--- src/rtl/vbl_pkg.sv ---
package vbl_pkg;

  typedef enum logic {
    STD_525 = 1'b0,
    STD_625 = 1'b1
  } vstd_e;

  localparam int FIELDS = 2;

endpackage

--- src/rtl/vbl_rst_sync.sv ---
module vbl_rst_sync (
  input  logic clk,
  input  logic rst_n,
  output logic rst_n_sync
);

  logic [1:0] sync_q;

  always_ff @(posedge clk or negedge rst_n) begin
    if (!rst_n) begin
      sync_q <= 2'b00;
    end else begin
      sync_q <= {sync_q[0], 1'b1};
    end
  end

  assign rst_n_sync = sync_q[1];

endmodule

--- src/rtl/vbl_cfg_shadow.sv ---
module vbl_cfg_shadow
  import vbl_pkg::*;
#(
  parameter int START_W = 9,
  parameter int END_W   = 8
) (
  input  logic               clk,
  input  logic               rst_n,
  input  logic               load,
  input  logic [START_W-1:0] start_i,
  input  logic [END_W-1:0]   end_i,
  input  vstd_e              std_i,
  input  logic               oe_i,
  output logic [START_W-1:0] start_q,
  output logic [END_W-1:0]   end_q,
  output vstd_e              std_q,
  output logic               oe_q
);

  logic [START_W-1:0] start_d;
  logic [END_W-1:0]   end_d;
  vstd_e              std_d;
  logic               oe_d;

  always_comb begin
    start_d = start_q;
    end_d   = end_q;
    std_d   = std_q;
    oe_d    = oe_q;
    if (load) begin
      start_d = start_i;
      end_d   = end_i;
      std_d   = std_i;
      oe_d    = oe_i;
    end
  end

  always_ff @(posedge clk or negedge rst_n) begin
    if (!rst_n) begin
      start_q <= '0;
      end_q   <= '0;
      std_q   <= STD_525;
      oe_q    <= 1'b0;
    end else begin
      start_q <= start_d;
      end_q   <= end_d;
      std_q   <= std_d;
      oe_q    <= oe_d;
    end
  end

endmodule

--- src/rtl/vbl_line_counter.sv ---
module vbl_line_counter
  import vbl_pkg::*;
#(
  parameter int CNT_W      = 10,
  parameter int LINES_525  = 525,
  parameter int LINES_625  = 625
) (
  input  logic             clk,
  input  logic             rst_n,
  input  logic             clr,
  input  logic             adv,
  input  vstd_e            std,
  output logic [CNT_W-1:0] cnt
);

  localparam logic [CNT_W-1:0] LAST_525 = CNT_W'(LINES_525 - 1);
  localparam logic [CNT_W-1:0] LAST_625 = CNT_W'(LINES_625 - 1);

  logic [CNT_W-1:0] last_line;
  logic [CNT_W-1:0] cnt_d;
  logic             cnt_en;

  assign last_line = (std == STD_625) ? LAST_625 : LAST_525;
  assign cnt_en    = clr | adv;

  always_comb begin
    cnt_d = cnt;
    if (clr) begin
      cnt_d = '0;
    end else if (adv) begin
      cnt_d = (cnt == last_line) ? '0 : cnt + 1'b1;
    end
  end

  always_ff @(posedge clk or negedge rst_n) begin
    if (!rst_n) begin
      cnt <= '0;
    end else if (cnt_en) begin
      cnt <= cnt_d;
    end
  end

endmodule

--- src/rtl/vbl_window_decode.sv ---
module vbl_window_decode
  import vbl_pkg::*;
#(
  parameter int CNT_W   = 10,
  parameter int START_W = 9,
  parameter int END_W   = 8,
  parameter int OFS_525 = 262,
  parameter int OFS_625 = 313
) (
  input  logic [CNT_W-1:0]   cnt,
  input  logic [START_W-1:0] start_line,
  input  logic [END_W-1:0]   act_line,
  input  vstd_e              std,
  input  logic               oe,
  output logic               blank,
  output logic               active
);

  localparam int SUM_W = ((CNT_W > START_W) ? CNT_W : START_W) + 1;

  logic [SUM_W-1:0]  cnt_ext;
  logic [SUM_W-1:0]  even_ofs;
  logic [FIELDS-1:0] in_win;
  logic              any_win;

  assign cnt_ext  = SUM_W'(cnt);
  assign even_ofs = (std == STD_625) ? SUM_W'(OFS_625) : SUM_W'(OFS_525);

  for (genvar f = 0; f < FIELDS; f++) begin : g_field
    logic [SUM_W-1:0] ofs;
    logic [SUM_W-1:0] win_lo;
    logic [SUM_W-1:0] win_hi;
    assign ofs       = (f == 0) ? '0 : even_ofs;
    assign win_lo    = SUM_W'(act_line) + ofs;
    assign win_hi    = SUM_W'(start_line) + ofs;
    assign in_win[f] = (cnt_ext >= win_lo) && (cnt_ext < win_hi);
  end

  assign any_win = |in_win;
  assign blank   = oe & ~any_win;
  assign active  = ~blank;

endmodule

--- src/rtl/vbl_blank_gen.sv ---
module vbl_blank_gen
  import vbl_pkg::*;
#(
  parameter int CNT_W      = 10,
  parameter int START_LO_W = 8,
  parameter int START_W    = 9,
  parameter int END_W      = 8,
  parameter int LINES_525  = 525,
  parameter int LINES_625  = 625,
  parameter int OFS_525    = 262,
  parameter int OFS_625    = 313
) (
  input  logic                          clk,
  input  logic                          rst_n,
  input  logic                          line_stb,
  input  logic                          odd_start,
  input  logic                          std_pal,
  input  logic                          sif_mode,
  input  logic                          blank_oe,
  input  logic [START_LO_W-1:0]         blk_start_lo,
  input  logic [START_W-START_LO_W-1:0] blk_start_hi,
  input  logic [END_W-1:0]              act_line,
  output logic                          blank_o,
  output logic                          active_o,
  output logic [CNT_W-1:0]              line_cnt
);

  logic               rst_n_int;
  logic [START_W-1:0] start_in;
  vstd_e              std_in;
  logic [START_W-1:0] start_sh;
  logic [END_W-1:0]   end_sh;
  vstd_e              std_sh;
  logic               oe_sh;
  logic               unused_sif_mode;

  assign unused_sif_mode = sif_mode;
  assign start_in        = {blk_start_hi, blk_start_lo};
  assign std_in          = std_pal ? STD_625 : STD_525;

  vbl_rst_sync u_rst (
    .clk        (clk),
    .rst_n      (rst_n),
    .rst_n_sync (rst_n_int)
  );

  vbl_cfg_shadow #(
    .START_W (START_W),
    .END_W   (END_W)
  ) u_shadow (
    .clk     (clk),
    .rst_n   (rst_n_int),
    .load    (odd_start),
    .start_i (start_in),
    .end_i   (act_line),
    .std_i   (std_in),
    .oe_i    (blank_oe),
    .start_q (start_sh),
    .end_q   (end_sh),
    .std_q   (std_sh),
    .oe_q    (oe_sh)
  );

  vbl_line_counter #(
    .CNT_W     (CNT_W),
    .LINES_525 (LINES_525),
    .LINES_625 (LINES_625)
  ) u_cnt (
    .clk   (clk),
    .rst_n (rst_n_int),
    .clr   (odd_start),
    .adv   (line_stb),
    .std   (std_sh),
    .cnt   (line_cnt)
  );

  vbl_window_decode #(
    .CNT_W   (CNT_W),
    .START_W (START_W),
    .END_W   (END_W),
    .OFS_525 (OFS_525),
    .OFS_625 (OFS_625)
  ) u_win (
    .cnt        (line_cnt),
    .start_line (start_sh),
    .act_line   (end_sh),
    .std        (std_sh),
    .oe         (oe_sh),
    .blank      (blank_o),
    .active     (active_o)
  );

endmodule

--- config.mk ---
export PLATFORM = sky130hd
export DESIGN_NAME = vbl_blank_gen
export DESIGN_NICKNAME = d
export VERILOG_FILES = /design/src/rtl/vbl_pkg.sv /design/src/rtl/vbl_rst_sync.sv /design/src/rtl/vbl_cfg_shadow.sv /design/src/rtl/vbl_line_counter.sv /design/src/rtl/vbl_window_decode.sv /design/src/rtl/vbl_blank_gen.sv
export SDC_FILE = /design/constraint.sdc
export NUM_CORES = 1
export LEC_CHECK = 0
export BUFFER_PORTS_ARGS = -buffer_cell sky130_fd_sc_hd__buf_2
export CAP_MARGIN = 40
export CORE_MARGIN = 3
export CORE_UTILIZATION = 45
export DETAILED_ROUTE_END_ITERATION = 7
export HOLD_SLACK_MARGIN = 0.1
export PLACE_DENSITY = 0.63
export SKIP_CTS_REPAIR_TIMING = 1
export SLEW_MARGIN = 20
export SYNTH_ARGS = -nofsm -noshare
export SYNTH_HDL_FRONTEND = slang
export SYNTH_SLANG_ARGS = --single-unit
--- constraint.sdc ---
create_clock -name clk -period 4.09 [get_ports clk]
set_input_delay 0.818 -clock clk [delete_from_list [all_inputs] [get_ports clk]]
set_output_delay 0.818 -clock clk [all_outputs]
set_load 0.02 [all_outputs]
==> insert_results.sql <==
INSERT INTO impl_metrics (metric_group, metric, value, unit) VALUES
('layout', 'layout.nets', '416', ''),
('routing', 'vias_per_instance', '5.28', ''),
('timing', 'setup_repair_after_global_routing_missed_its_margin', 'yes', ''),
('timing', 'fin_worst_hold_slack', '0.145', 'ns'),
('worst_setup_path', 'required', '3.27', 'ns'),
('run', 'max_capacitance_violation_count', '0', ''),
('layout', 'final_area', '3190', 'sq um'),
('pwr', 'combinationalPowerShare', '32.6', '%'),
('global_routing', 'gr-total-overflow', '0', ''),
('outcome', 'run_status', 'finished clean', ''),
('synthesis', 'synth_top_area_share', '29.5', '%'),
('synthesis', 'synth_cell_type_count', '43', ''),
('pwr', 'power.clock.fraction', '32.1', '%'),
('floorplanning', 'die_w', '82.5', 'microns'),
('synthesis', 'yosys_register_bits', '31', ''),
('pwr', 'p_sw', '314', 'uW'),
('global_routing', 'wire_length_of_the_first_global_routing_pass', '9690', 'microns'),
('timing', 'final.min_clock_period', '3.90', 'ns'),
('global_routing', 'initial_antenna_violation_count', '0', ''),
('clocking', 'insertion_delay', '0.28', 'ns'),
('routing', 'detail_route.iter0.violations', '64', ''),
('synthesis', 'most_instantiated_library_cell_after_synthesis', 'sky130_fd_sc_hd__ha_1', ''),
('worst_setup_path', 'cp_data_arrival_time', '3.08', 'ns'),
('timing', 'worst-slew-pin-transition', '0.643', 'ns'),
('worst_setup_path', 'regToRegStartpoint', 'u_cnt.cnt[4]$_DFFE_PN0P_', ''),
('worst_setup_path', 'reg2reg_to', 'u_cnt.cnt[9]$_DFFE_PN0P_', ''),
('timing', 'max_transition_viols_final', '0', ''),
('floorplanning', 'ios', '36', ''),
('global_routing', 'gr_busiest_metal', 'met2', ''),
('layout', 'antenna-diode-count', '0', ''),
('worst_setup_path', 'cp_max_fo', '5', ''),
('routing', 'detail_route.first_pass.iterations', '4', ''),
('synthesis', 'postSynth.topFlopCell', 'sky130_fd_sc_hd__dfrtp_1', ''),
('global_routing', 'grt_pass1_vias', '2158', ''),
('synthesis', 'synth.net_count', '367', ''),
('timing', 'finalHoldViolations', '0', ''),
('pwr', 'max-vdd-ir-drop', '0.188', 'mV'),
('layout', 'final_layout_size_suffix_gt1_share', '24.6', '%'),
('worst_setup_path', 'cp-start-kind', 'flip-flop', ''),
('worst_hold_path', 'worst_hold_path_type', 'flip-flop to asynchronous set/reset pin', ''),
('place', 'numPortBuffers', '34', ''),
('worst_setup_path', 'reg2reg_slack', '2.49', 'ns'),
('timing', 'finalCritPeriodShare', '95.3', '%'),
('synthesis', 'ys_warn_count', '0', ''),
('pwr', 'static_leakage', '0.00161', 'uW'),
('routing', 'number_of_drc_violations_after_detailed_routing', '0', ''),
('timing', 'clock.fmax', '256', 'MHz'),
('synthesis', 'synthesis.instances', '292', ''),
('synthesis', 'postSynth.asyncResetShare', '100', '%'),
('synthesis', 'syn-cell-area', '2630', 'sq um'),
('place', 'placed_cell_area', '2930', 'sq um'),
('floorplanning', 'core', '5570', 'sq um'),
('layout', 'nFillCells', '536', ''),
('synthesis', 'synth_seq_area_share', '29.5', '%'),
('worst_setup_path', 'worstRegToRegCells', '5', ''),
('pwr', 'p_seq_share', '35.3', '%'),
('clocking', 'cts_buffer_depth', '2', ''),
('synthesis', 'post_synth_main_area_contributors', 'sky130_fd_sc_hd__dfrtp_1 (29%), sky130_fd_sc_hd__ha_1 (23%), sky130_fd_sc_hd__nand2_1 (4.7%)', ''),
('clocking', 'cts_tree', 'yes', ''),
('synthesis', 'count_of_flip_flops_with_a_built_in_enable_after_synthesis', '0', ''),
('routing', 'via_count', '2184', ''),
('synthesis', 'leading_area_contributor_after_synthesis', 'sky130_fd_sc_hd__dfrtp_1', ''),
('floorplanning', 'effective_utilization_at_floorplan', '47.2', '%'),
('pwr', 'power_density', '311', 'nW/um^2'),
('floorplanning', 'die_h', '82.5', 'microns'),
('place', 'globalplace.congestion', '0.775', ''),
('global_routing', 'grtUsageTotal', '18.8', '%'),
('synthesis', 'synth_top_cells_by_count', 'sky130_fd_sc_hd__ha_1 (49), sky130_fd_sc_hd__nand2_1 (33), sky130_fd_sc_hd__dfrtp_1 (31)', ''),
('routing', 'final_antenna_net_count', '0', ''),
('clocking', 'clkSlewWorstSetupHoldPaths', '0.07', 'ns'),
('clocking', 'cts-htree-levels', '2', '');
==> per-stage QoR <==
stage	TNS, ns	worst slack [ns]	std cells	power (uW)	util, %
4_1_cts	-0.354	-0.189	409	972	54.6
6_report	0	0.191	414	992	57.2
5_1_grt	-0.0199	-0.0199	414	1070	57.2
3_3_place_gp	0	0.168	401	639	52.5
3_5_place_dp	0	0.124	401	647	52.5
2_1_floorplan	0	0.335	292	567	-
==> registers in the layout (all words and copies together), names as in the netlist <==
| register | count |
|---|---|
| u_shadow.oe_q | 1 |
| u_shadow.std_q | 1 |
| u_cnt.cnt | 10 |
| u_shadow.start_q | 9 |
| u_rst.sync_q | 2 |
| u_shadow.end_q | 8 |
==> worst max-delay path by stage <==
stage	start	to	slack (ns)	cells after the start
after global routing	u_shadow.std_q$_DFFE_PN0P_	active_o	-0.02	14
after CTS	u_shadow.std_q$_DFFE_PN0P_	active_o	-0.19	14
after floorplan	u_shadow.std_q$_DFFE_PN0P_	blank_o	0.33	13
after detailed placement	u_shadow.std_q$_DFFE_PN0P_	active_o	0.12	14
final	u_shadow.std_q$_DFFE_PN0P_	active_o	0.19	14
after global placement	u_shadow.std_q$_DFFE_PN0P_	active_o	0.17	14
==> metal layers <==
layer	wire length [microns]	part of all wire [%]
met2	2820	50
met4	30	0.54
met5	0	0
met3	172	3.1
met1	2570	46
==> layout make-up <==
cell class                      instances  area (sq um)  share of cell area, %
Sequential cell                        31           777                   24.4
Timing Repair Buffer                   46           265                   8.32
Inverter                               23          88.8                   2.79
Clock buffer                            6          82.6                   2.59
Clock inverter                          2          35.0                   1.10
Multi-Input combinational cell        234          1850                   58.0
Tap cell                               72          90.1                   2.82
==> power groups by stage <==
stage | Combinational, uW | Clock (uW) | Sequential, uW
floorplan | 214 | 0 | 353
global placement | 286 | 0 | 353
detailed placement | 293 | 0 | 354
CTS | 296 | 328 | 348
global route | 372 | 340 | 354
finish | 324 | 318 | 350
==> critical path, stage by stage, from the launching register on <==
cell	delay, ns
sky130_fd_sc_hd__dfrtp_2	0.49
sky130_fd_sc_hd__ha_4	0.19
sky130_fd_sc_hd__fa_2	0.33
sky130_fd_sc_hd__a21o_1	0.17
sky130_fd_sc_hd__a21oi_2	0.13
sky130_fd_sc_hd__o21bai_1	0.11
sky130_fd_sc_hd__a21oi_2	0.17
sky130_fd_sc_hd__buf_4	0.12
sky130_fd_sc_hd__nor3_1	0.04
sky130_fd_sc_hd__ha_1	0.29
sky130_fd_sc_hd__a21o_1	0.19
sky130_fd_sc_hd__a21oi_2	0.14
sky130_fd_sc_hd__o21ai_2	0.07
sky130_fd_sc_hd__a31o_1	0.21
sky130_fd_sc_hd__buf_4	0.15
==> cells by family after synthesis <==
| family | share of synthesized area [%] |
|---|---|
| AOI/OAI and AO/OA | 20.1 |
| xor gates and xnor gates | 6.32 |
| adders and majority gates | 24.8 |
| buffers and inverters | 3.90 |
| DFF | 29.5 |
| muxes | 1.28 |
| other | 0.143 |
| and+or+nand+nor | 13.9 |
==> placed cells by master, fill, tap and decap left out, types with 2 or more instances in the layout <==
| master | n |
|---|---|
| sky130_fd_sc_hd__xnor2_1 | 11 |
| sky130_fd_sc_hd__nand2_1 | 33 |
| sky130_fd_sc_hd__a21oi_2 | 10 |
| sky130_fd_sc_hd__nand4_1 | 4 |
| sky130_fd_sc_hd__fa_2 | 2 |
| sky130_fd_sc_hd__o2111ai_1 | 2 |
| sky130_fd_sc_hd__o21ai_0 | 20 |
| sky130_fd_sc_hd__a21o_2 | 2 |
| sky130_fd_sc_hd__nor2b_1 | 2 |
| sky130_fd_sc_hd__and3_1 | 2 |
| sky130_fd_sc_hd__ha_4 | 3 |
| sky130_fd_sc_hd__xor2_1 | 8 |
| sky130_fd_sc_hd__nand2b_1 | 5 |
| sky130_fd_sc_hd__a21o_1 | 10 |
| sky130_fd_sc_hd__nor2_1 | 15 |
| sky130_fd_sc_hd__mux2_2 | 3 |
| sky130_fd_sc_hd__a211oi_1 | 2 |
| sky130_fd_sc_hd__a31oi_1 | 4 |
| sky130_fd_sc_hd__buf_2 | 32 |
| sky130_fd_sc_hd__o21bai_1 | 4 |
| sky130_fd_sc_hd__a21oi_1 | 11 |
| sky130_fd_sc_hd__buf_4 | 14 |
| sky130_fd_sc_hd__nor3b_1 | 2 |
| sky130_fd_sc_hd__o21ai_1 | 2 |
| sky130_fd_sc_hd__nor3_1 | 3 |
| sky130_fd_sc_hd__nand3_1 | 8 |
| sky130_fd_sc_hd__a211oi_2 | 2 |
| sky130_fd_sc_hd__inv_1 | 22 |
| sky130_fd_sc_hd__clkbuf_8 | 6 |
| sky130_fd_sc_hd__o211ai_1 | 2 |
| sky130_fd_sc_hd__dfrtp_1 | 30 |
| sky130_fd_sc_hd__ha_1 | 45 |
No activity file was read; power rests on OpenSTA's default activity.
